### config.mk
export PLATFORM = sky130hd
export DESIGN_NAME = ptp_rx_event_classifier
export DESIGN_NICKNAME = d
export VERILOG_FILES = /design/src/rtl/ptpc_pkg.sv /design/src/rtl/ptpc_match.sv /design/src/rtl/ptpc_track.sv /design/src/rtl/ptp_rx_event_classifier.sv
export SDC_FILE = /design/constraint.sdc
export NUM_CORES = 1
export LEC_CHECK = 0
export ABC_AREA = 1
export BUFFER_PORTS_ARGS = -buffer_cell sky130_fd_sc_hd__buf_4
export CAP_MARGIN = 20
export CORE_AREA = 2 2 50 52
export CTS_CLUSTER_DIAMETER = 30
export DETAILED_ROUTE_END_ITERATION = 8
export DIE_AREA = 0 0 52 54
export PLACE_DENSITY_LB_ADDON = 0.2
export SYNTH_ARGS = -nofsm -noshare
export SYNTH_HDL_FRONTEND = slang
export SYNTH_SLANG_ARGS = --single-unit
### constraint.sdc
create_clock -name clk -period 2.15 [get_ports clk]
set_input_delay 0.215 -clock clk [delete_from_list [all_inputs] [get_ports clk]]
set_output_delay 0.215 -clock clk [all_outputs]
set_load 0.01 [all_outputs]
### src/rtl/ptpc_pkg.sv
package ptpc_pkg;
    localparam int ETYPE_W = 16;
    localparam int PORT_W  = 16;
    localparam int VER_W   = 4;
    localparam int ID_W    = 4;
    localparam int V1C_W   = 8;
    localparam int MREG_W  = 32;
    localparam int CTL_W   = 4;

    // match mode, held in control bits 3:1
    typedef enum logic [2:0] {
        MD_V2_L2    = 3'd0,
        MD_V1_UDP   = 3'd1,
        MD_V2_BOTH  = 3'd2,
        MD_V2_EVENT = 3'd5
    } mode_e;

    typedef struct packed {
        logic [ETYPE_W-1:0] etype;
        logic               udp;
        logic [PORT_W-1:0]  dport;
        logic [VER_W-1:0]   ver;
        logic [V1C_W-1:0]   v1_ctl;
        logic [ID_W-1:0]    msg_id;
    } hdr_t;

    typedef struct packed {
        logic              rx_en;
        logic [2:0]        mode;
        logic [MREG_W-1:0] mreg;
        logic              etype_en;
        logic              udp_en;
    } cfg_t;

    // byte lanes of the match word
    function automatic logic [PORT_W-1:0] mreg_port(input logic [MREG_W-1:0] m);
        return m[31:16];
    endfunction

    function automatic logic [7:0] mreg_v2_id(input logic [MREG_W-1:0] m);
        return m[15:8];
    endfunction

    function automatic logic [V1C_W-1:0] mreg_v1_ctl(input logic [MREG_W-1:0] m);
        return m[7:0];
    endfunction
endpackage

### src/rtl/ptpc_match.sv
module ptpc_match
    import ptpc_pkg::*;
#(
    parameter logic [ETYPE_W-1:0] PTP_ETYPE   = 16'h88F7,
    parameter int                 EVT_ID_LAST = 3
) (
    input  hdr_t hdr,
    input  cfg_t cfg,
    output logic hit
);
    logic path_l2, path_l4, is_v1, is_v2, id_eq, id_evt, v1_eq;

    assign path_l2 = cfg.etype_en && (hdr.etype == PTP_ETYPE);
    assign path_l4 = cfg.udp_en && hdr.udp && (hdr.dport == mreg_port(cfg.mreg));
    assign is_v1   = (hdr.ver == VER_W'(1));
    assign is_v2   = (hdr.ver == VER_W'(2));
    assign id_eq   = ({{(8-ID_W){1'b0}}, hdr.msg_id} == mreg_v2_id(cfg.mreg));
    assign id_evt  = (32'(hdr.msg_id) <= 32'(EVT_ID_LAST));
    assign v1_eq   = (hdr.v1_ctl == mreg_v1_ctl(cfg.mreg));

    always_comb begin
        case (cfg.mode)
            MD_V2_L2:    hit = is_v2 && path_l2 && id_eq;
            MD_V1_UDP:   hit = is_v1 && path_l4 && v1_eq;
            MD_V2_BOTH:  hit = is_v2 && (path_l2 || path_l4) && id_eq;
            MD_V2_EVENT: hit = is_v2 && (path_l2 || path_l4) && id_evt;
            default:     hit = 1'b0;
        endcase
    end
endmodule

### src/rtl/ptpc_track.sv
module ptpc_track (
    input  logic clk,
    input  logic rst,
    input  logic rx_en,
    input  logic hdr_vld,
    input  logic hit,
    input  logic frm_end,
    input  logic frm_err,
    output logic stamp_req
);
    logic armed;
    logic decide;

    // the latest header of the frame decides; a header on the end beat wins
    assign decide = hdr_vld ? (hit && rx_en) : armed;

    always_ff @(posedge clk) begin
        if (rst) begin
            armed     <= 1'b0;
            stamp_req <= 1'b0;
        end else begin
            stamp_req <= frm_end && rx_en && !frm_err && decide;
            if (frm_end || !rx_en)
                armed <= 1'b0;
            else if (hdr_vld)
                armed <= hit;
        end
    end
endmodule

### src/rtl/ptp_rx_event_classifier.sv
module ptp_rx_event_classifier
    import ptpc_pkg::*;
#(
    parameter logic [15:0] PTP_ETYPE   = 16'h88F7,
    parameter int          EVT_ID_LAST = 3
) (
    input  logic        clk,
    input  logic        rst,
    input  logic [3:0]  cfg_ctl,
    input  logic [31:0] cfg_match,
    input  logic        cfg_etype_en,
    input  logic        cfg_udp_en,
    input  logic        hdr_vld,
    input  logic [15:0] hdr_etype,
    input  logic        hdr_udp,
    input  logic [15:0] hdr_dport,
    input  logic [3:0]  hdr_ver,
    input  logic [7:0]  hdr_v1_ctl,
    input  logic [3:0]  hdr_msg_id,
    input  logic        frm_end,
    input  logic        frm_err,
    output logic        stamp_req
);
    hdr_t hdr;
    cfg_t cfg;
    logic hit;

    assign hdr = '{etype: hdr_etype, udp: hdr_udp, dport: hdr_dport,
                   ver: hdr_ver, v1_ctl: hdr_v1_ctl, msg_id: hdr_msg_id};
    assign cfg = '{rx_en: cfg_ctl[0], mode: cfg_ctl[3:1], mreg: cfg_match,
                   etype_en: cfg_etype_en, udp_en: cfg_udp_en};

    ptpc_match #(.PTP_ETYPE(PTP_ETYPE), .EVT_ID_LAST(EVT_ID_LAST)) u_match (
        .hdr (hdr),
        .cfg (cfg),
        .hit (hit)
    );

    ptpc_track u_track (
        .clk       (clk),
        .rst       (rst),
        .rx_en     (cfg.rx_en),
        .hdr_vld   (hdr_vld),
        .hit       (hit),
        .frm_end   (frm_end),
        .frm_err   (frm_err),
        .stamp_req (stamp_req)
    );
endmodule

==> out/results.ini, run 1 <==
[synth]
yosys.area.top_type=nand2_1
synthSimpleGateAreaFrac=0.595
syn_nets=263
synth_edf_count=0
ys_ff_latch=2
synth_compound_area_frac=0.0555
synthMuxAreaShare=0
synth_area_leaders=nand2_1, inv_1, nor2_1, xor2_1, nand3_1
yosys.cell_count.top_type=nand2_1
netlist_instances=171
syn-cell-area_sq_um=767
synthFlopType=dfxtp_1
synth.top_cell.area_share=0.313
yosysWarnings=0
avgSynthCellArea_sq_um=4.49
synthArstFlopShare=0
ys_seq_area_frac=0.0522
synth_fa_ha_area_frac=0
yosysUniqueCellTypes=17
synth_top_family_by_area=simple AND/OR/NAND/NOR gates
synth_xor_xnor_area_share=0.0914
synth_commonest_cells=nand2_1, inv_1, nor2_1

[timing]
setup_slack_ns=1.18
rsz0062_at_grt=no
finClkSkew_ns=0.00211
post-route-period-util=0.450
final_hold_viol_count=0
setup_viol=0
fmax_mhz=1030
fin_crit_ns=0.968
slew_viol_final=0
setup_tns_ns=0
slew_headroom=0.888
tightest_slew_ns=0.166

[floorplanning]
fp.dieW_microns=52
ios=93
die_h_microns=54
rows=18
dieArea_sq_um=2810
start_util=0.331
core_sq_um=2320

[final_layout]
nets=360
utilization=0.654
diodes=0
area_delta_synth_final_pct=97.9
instances_no_fill=296
drive_gt1_frac=0.372

[cts]
clock_latency_ns=0.23
cts_setup_buffers=0
root_buffer=clkbuf_4
cts_tree=yes
ctsLongestPathBuffers=2
h-tree-depth=1
hold_buffers=0
cts.sinks=2
clk_pin_slew_worst_paths_ns=0.03
cts_made_buffers=3
cts_resized=0

[detailed_routing]
via_per_inst=4.22
vias=1250
postRouteAntennaNets=0
totalWireLength_mm=2.37
dr.pass1.iters=4
drcViolationCount=0
avgRoutedWirePerCell_microns=8.01
drt-initial-drc-count=7

[flow_run]
drv_cap=0

[run_status]
outcome=completed

[power]
clkPwrFrac=0.258
power.density_nw_per_um2=227
finalPower_uw=345
power.switching_uw=104
p_int_uw=240
seq_power_share=0.108
vdd_drop_max_uv=181
p_leak_nw=0.970
power_frac_comb=0.633
switching_share=0.303

[place]
place_congestion=0.735
io_buffers=92
dp.final_hpwl_mm=2.17
post-place-ws_ns=0.933
placed_cells=293

[worst_setup_path]
critPathArrivalTime_ns=1.13
path_max_fanout=2
reg2reg_depth=2
required_ns=2.32
cp-start-kind=primary input
critPathCaptureType=flip-flop
crit_top_cell=nand2_1
critPathSlowestCell=or2_1
path_cells=buf_4 -> or2_1 -> nor2_1 -> nand2_1 -> nor3_2 -> nand3_1 -> nand2_1 -> nand3_2 -> a21oi_1
path_class=primary input to flip-flop
slowest_delay_ns=0.23

[global_route]
grt_pass1_wl_mm=3.52
grt_usage=0.166
antenna_found_initial=0
grt_use_met3=0.0472
first_global_vias=1016
gr-usage-met2=0.329
grt-busiest-layer=met2
grt.overflow.total=0
grt_max_degree=5
grt.met1_usage=0.149

[min_path]
holdCritPathClass=primary input to flip-flop
hold_depth=4

-- final timing paths --
check	from	to	slack, ns
hold / removal	frm_err	u_track.stamp_req	0.24
setup reg to reg	u_track.armed	u_track.stamp_req	1.60
hold reg to reg	u_track.armed	u_track.stamp_req	0.46
setup / recovery	hdr_ver[3]	u_track.stamp_req	1.18
-- worst max-delay path, delay by kind of cell --
kind                   cells  cell delay, ns
AO/OA/AOI/OAI              1            0.12
buffers and inverters      1            0.10
AND/OR/NAND/NOR            7            0.71
-- state kept, by name, summed over array words and instances, names as in the netlist --
register	cells
u_track.armed	1
u_track.stamp_req	1
-- per-stage QoR --
step | hold slack, ns | cell area, sq um
floorplan | 0.356 | 767
global placement | 0.461 | 1500
detailed placement | 0.463 | 1500
CTS | 0.236 | 1520
global route | 0.256 | 1520
finish | 0.242 | 1520
-- kinds of logic (layout without fill, tap and decap cells) --
| group | count (synthesis) | after routing |
|---|---|---|
| buffers and inverters | 42 | 137 |
| AND/OR/NAND/NOR | 111 | 111 |
| AO/OA/AOI/OAI | 8 | 8 |
| flip-flops | 2 | 2 |
| XOR/XNOR | 8 | 8 |
-- power groups by stage --
stage / combinational [mW] / sequential, mW / clock [mW]
final: 0.218 / 0.0374 / 0.0890
after floorplan: 0.0738 / 0.0379 / 0
after global routing: 0.244 / 0.0373 / 0.0996
after detailed placement: 0.220 / 0.0379 / 0
after CTS: 0.221 / 0.0374 / 0.0922
after global placement: 0.217 / 0.0379 / 0
-- area by class of cell --
| cell class | instances | area, sq um |
|---|---|---|
| Sequential cell | 2 | 40.0 |
| Tap cell | 30 | 37.5 |
| Multi-Input combinational cell | 127 | 569 |
| Fill cell | 241 | 802 |
| Timing Repair Buffer | 92 | 691 |
| Clock buffer | 3 | 22.5 |
| Inverter | 42 | 158 |
-- layer usage --
| layer | vias up | share of wire |
|---|---|---|
| li1 | 689 | - |
| met1 | 498 | 0.35 |
| met2 | 58 | 0.50 |
| met3 | 5 | 0.13 |
| met4 | 0 | 0.016 |
| met5 | - | 0 |
-- layout by cell type (no fill, tap or decap) --
cell      count
buf_4        92
nand2_1      64
inv_1        42
nor2_1       28
nand3_1       9
xor2_1        6
nor3_1        3
o21ai_0       3
a21oi_1       3
clkbuf_4      3
nand4_1       2
xnor2_1       2
or2_2         2
dfxtp_1       2
a31oi_1       1
or2_1         1
nor3_2        1
o22ai_1       1
nand3_2       1
No activity file was read; power rests on OpenSTA's default activity.
==> inputs of run 2 (changes only) <==
Settings changed: ABC_AREA 1 to 0.
Clock period 2.15 ns to 0.8 ns, I/O delays scaled along.
==> out/results.ini, run 2 <==
[synth]
synthFlopType=dfxtp_1
yosysUniqueCellTypes=19
yosys.area.top_type=xor2_1
synth_commonest_cells=xor2_1, nor4_1, xnor2_1
yosys.cell_count.top_type=xor2_1
synth_area_leaders=xor2_1, xnor2_1, nor4_1, dfxtp_1, nand2b_1
syn_nets=161
netlist_instances=69
syn-cell-area_sq_um=519
ys_ff_latch=2
synth_edf_count=0
synthArstFlopShare=0
yosysWarnings=0
avgSynthCellArea_sq_um=7.53
synth.top_cell.area_share=0.320
ys_seq_area_frac=0.0771

[final_layout]
mostFrequentLayoutCell=buf_4
diodes=0
instances_no_fill=197
nets=261
mostFrequentLayoutCells=buf_4, xor2_1, nor4_1, xnor2_1, nor2_1
finish.instance_area_sq_um=1310
utilization=0.565
nFillCells=224
drive_gt1_frac=0.605
area_delta_synth_final_pct=153
reg_top3=u_track.armed (1), u_track.stamp_req (1)

[floorplanning]
start_util=0.224
rows=18
dieArea_sq_um=2810
core_sq_um=2320
die_h_microns=54
fp.dieW_microns=52
ios=93

[global_route]
first_global_vias=795
grt_max_degree=4
grt.overflow.total=0
grt_pass1_wl_mm=2.91
antenna_found_initial=0
grt_usage=0.133

[worst_setup_path]
critPathCaptureType=flip-flop
critPathSlowestCell=nor4_1
required_ns=0.94
path_max_fanout=2
crit_top_cell=nor4_1
path_class=primary input to flip-flop
cp-start-kind=primary input
critPathArrivalTime_ns=1.41
path_cells=buf_4 -> xor2_1 -> nor4_1 -> a31oi_1 -> nor4_1 -> buf_4 -> a21oi_1 -> nor4_1
cp_top_family=simple AND/OR/NAND/NOR gates
critPathBufInv=2
slowest_delay_ns=0.26

[cts]
h-tree-depth=1
root_buffer=clkbuf_4
cts_tree=yes
ctsLongestPathBuffers=2
clk_pin_slew_worst_paths_ns=0.03
cts_made_buffers=3
clock_latency_ns=0.23
cts.sinks=2
hold_buffers=0

[detailed_routing]
postRouteAntennaNets=0
highest_layer=met4
drt-initial-drc-count=5
drcViolationCount=0
met3_length_microns=234
vias=890
wl_met2_mm=1.06
totalWireLength_mm=2.00
dr.pass1.iters=4
wl_met1_microns=671
via_per_inst=4.52
avgRoutedWirePerCell_microns=10.2

[timing]
rsz0062_at_grt=yes
setup_viol=2
fmax_mhz=784
slew_viol_final=0
finClkSkew_ns=0.00264
final_hold_viol_count=0
fin_crit_ns=1.28
tightest_slew_ns=0.299
post-route-period-util=1.59
setup_slack_ns=-0.475
slew_headroom=0.798

[place]
placed_cells=194
dp.final_hpwl_mm=1.85
place_area_sq_um=1270
place_congestion=0.681
io_buffers=92

[power]
power.density_nw_per_um2=653
p_leak_nw=0.642
vdd_drop_max_uv=681

[run_status]
violations=setup timing
outcome=complete, but fails checks

[flow_run]
drv_cap=0

[min_path]
holdCritPathClass=primary input to flip-flop

[run 2: logic make-up (layout without fill, tap and decap cells)]
family,after synthesis,after routing,share of synthesized area
simple gates,33,33,0.383
xor+xnor,28,28,0.472
compound gates,6,6,0.0675
buf+inv,0,98,0
flops,2,2,0.0771
[run 2: path summary, 6_finish.rpt]
kind                                     from                 to  slack, ns  cells past startpoint
worst max-delay path             cfg_match[8]      u_track.armed      -0.48                      8
worst min register to register  u_track.armed  u_track.stamp_req       0.69                      4
worst min-delay path                  frm_end      u_track.armed       0.03                      2
worst max register to register  u_track.armed      u_track.armed      -0.07                      4
[run 2: report_power, final]
| group | internal, mW | total [mW] | switching [mW] |
|---|---|---|---|
| clock network | 0.166 | 0.227 | 0.0609 |
| logic | 0.380 | 0.529 | 0.149 |
| registers | 0.101 | 0.101 | 0.00000000000921 |
| total | 0.646 | 0.856 | 0.210 |
[run 2: layout make-up]
type                            count  area [sq um]  share of cell area
Multi-Input combinational cell     67           487               0.371
Tap cell                           30          37.5              0.0286
Sequential cell                     2          40.0              0.0305
Timing Repair Buffer               95           724               0.552
Clock buffer                        3          22.5              0.0172
[run 2: per-layer routing]
metal  vias to the layer above  track usage
met2                        53        0.259
li1                        452            -
met1                       381        0.139
met5                         -            0
met3                         4       0.0167
met4                         0       0.0614
[run 2: metrics by stage]
step                      TNS, ns  setup WS, ns  total power [mW]  hold WS, ns
after floorplan             -1.02        -0.522             0.241        0.158
after global placement      -1.42        -0.721             0.616        0.258
after detailed placement    -1.46        -0.754             0.628        0.262
after CTS                  -0.948        -0.486             0.871       0.0232
after global routing        -1.26        -0.643             0.915       0.0349
final                      -0.925        -0.475             0.856       0.0263
[run 2: worst register-to-register path, stage by stage, from the launching register on]
cell      delay [ns]
dfxtp_1         0.29
nand2b_1        0.07
o41ai_1         0.07
a21oi_1         0.11
nor4_1          0.25
[run 2: what timing repair did]
item / in CTS / in global routing
endpoints found under the setup margin: 2 / 2
gates resized for setup: 5 / 0
setup buffers: 0 / 0
pin swaps: 4 / 1
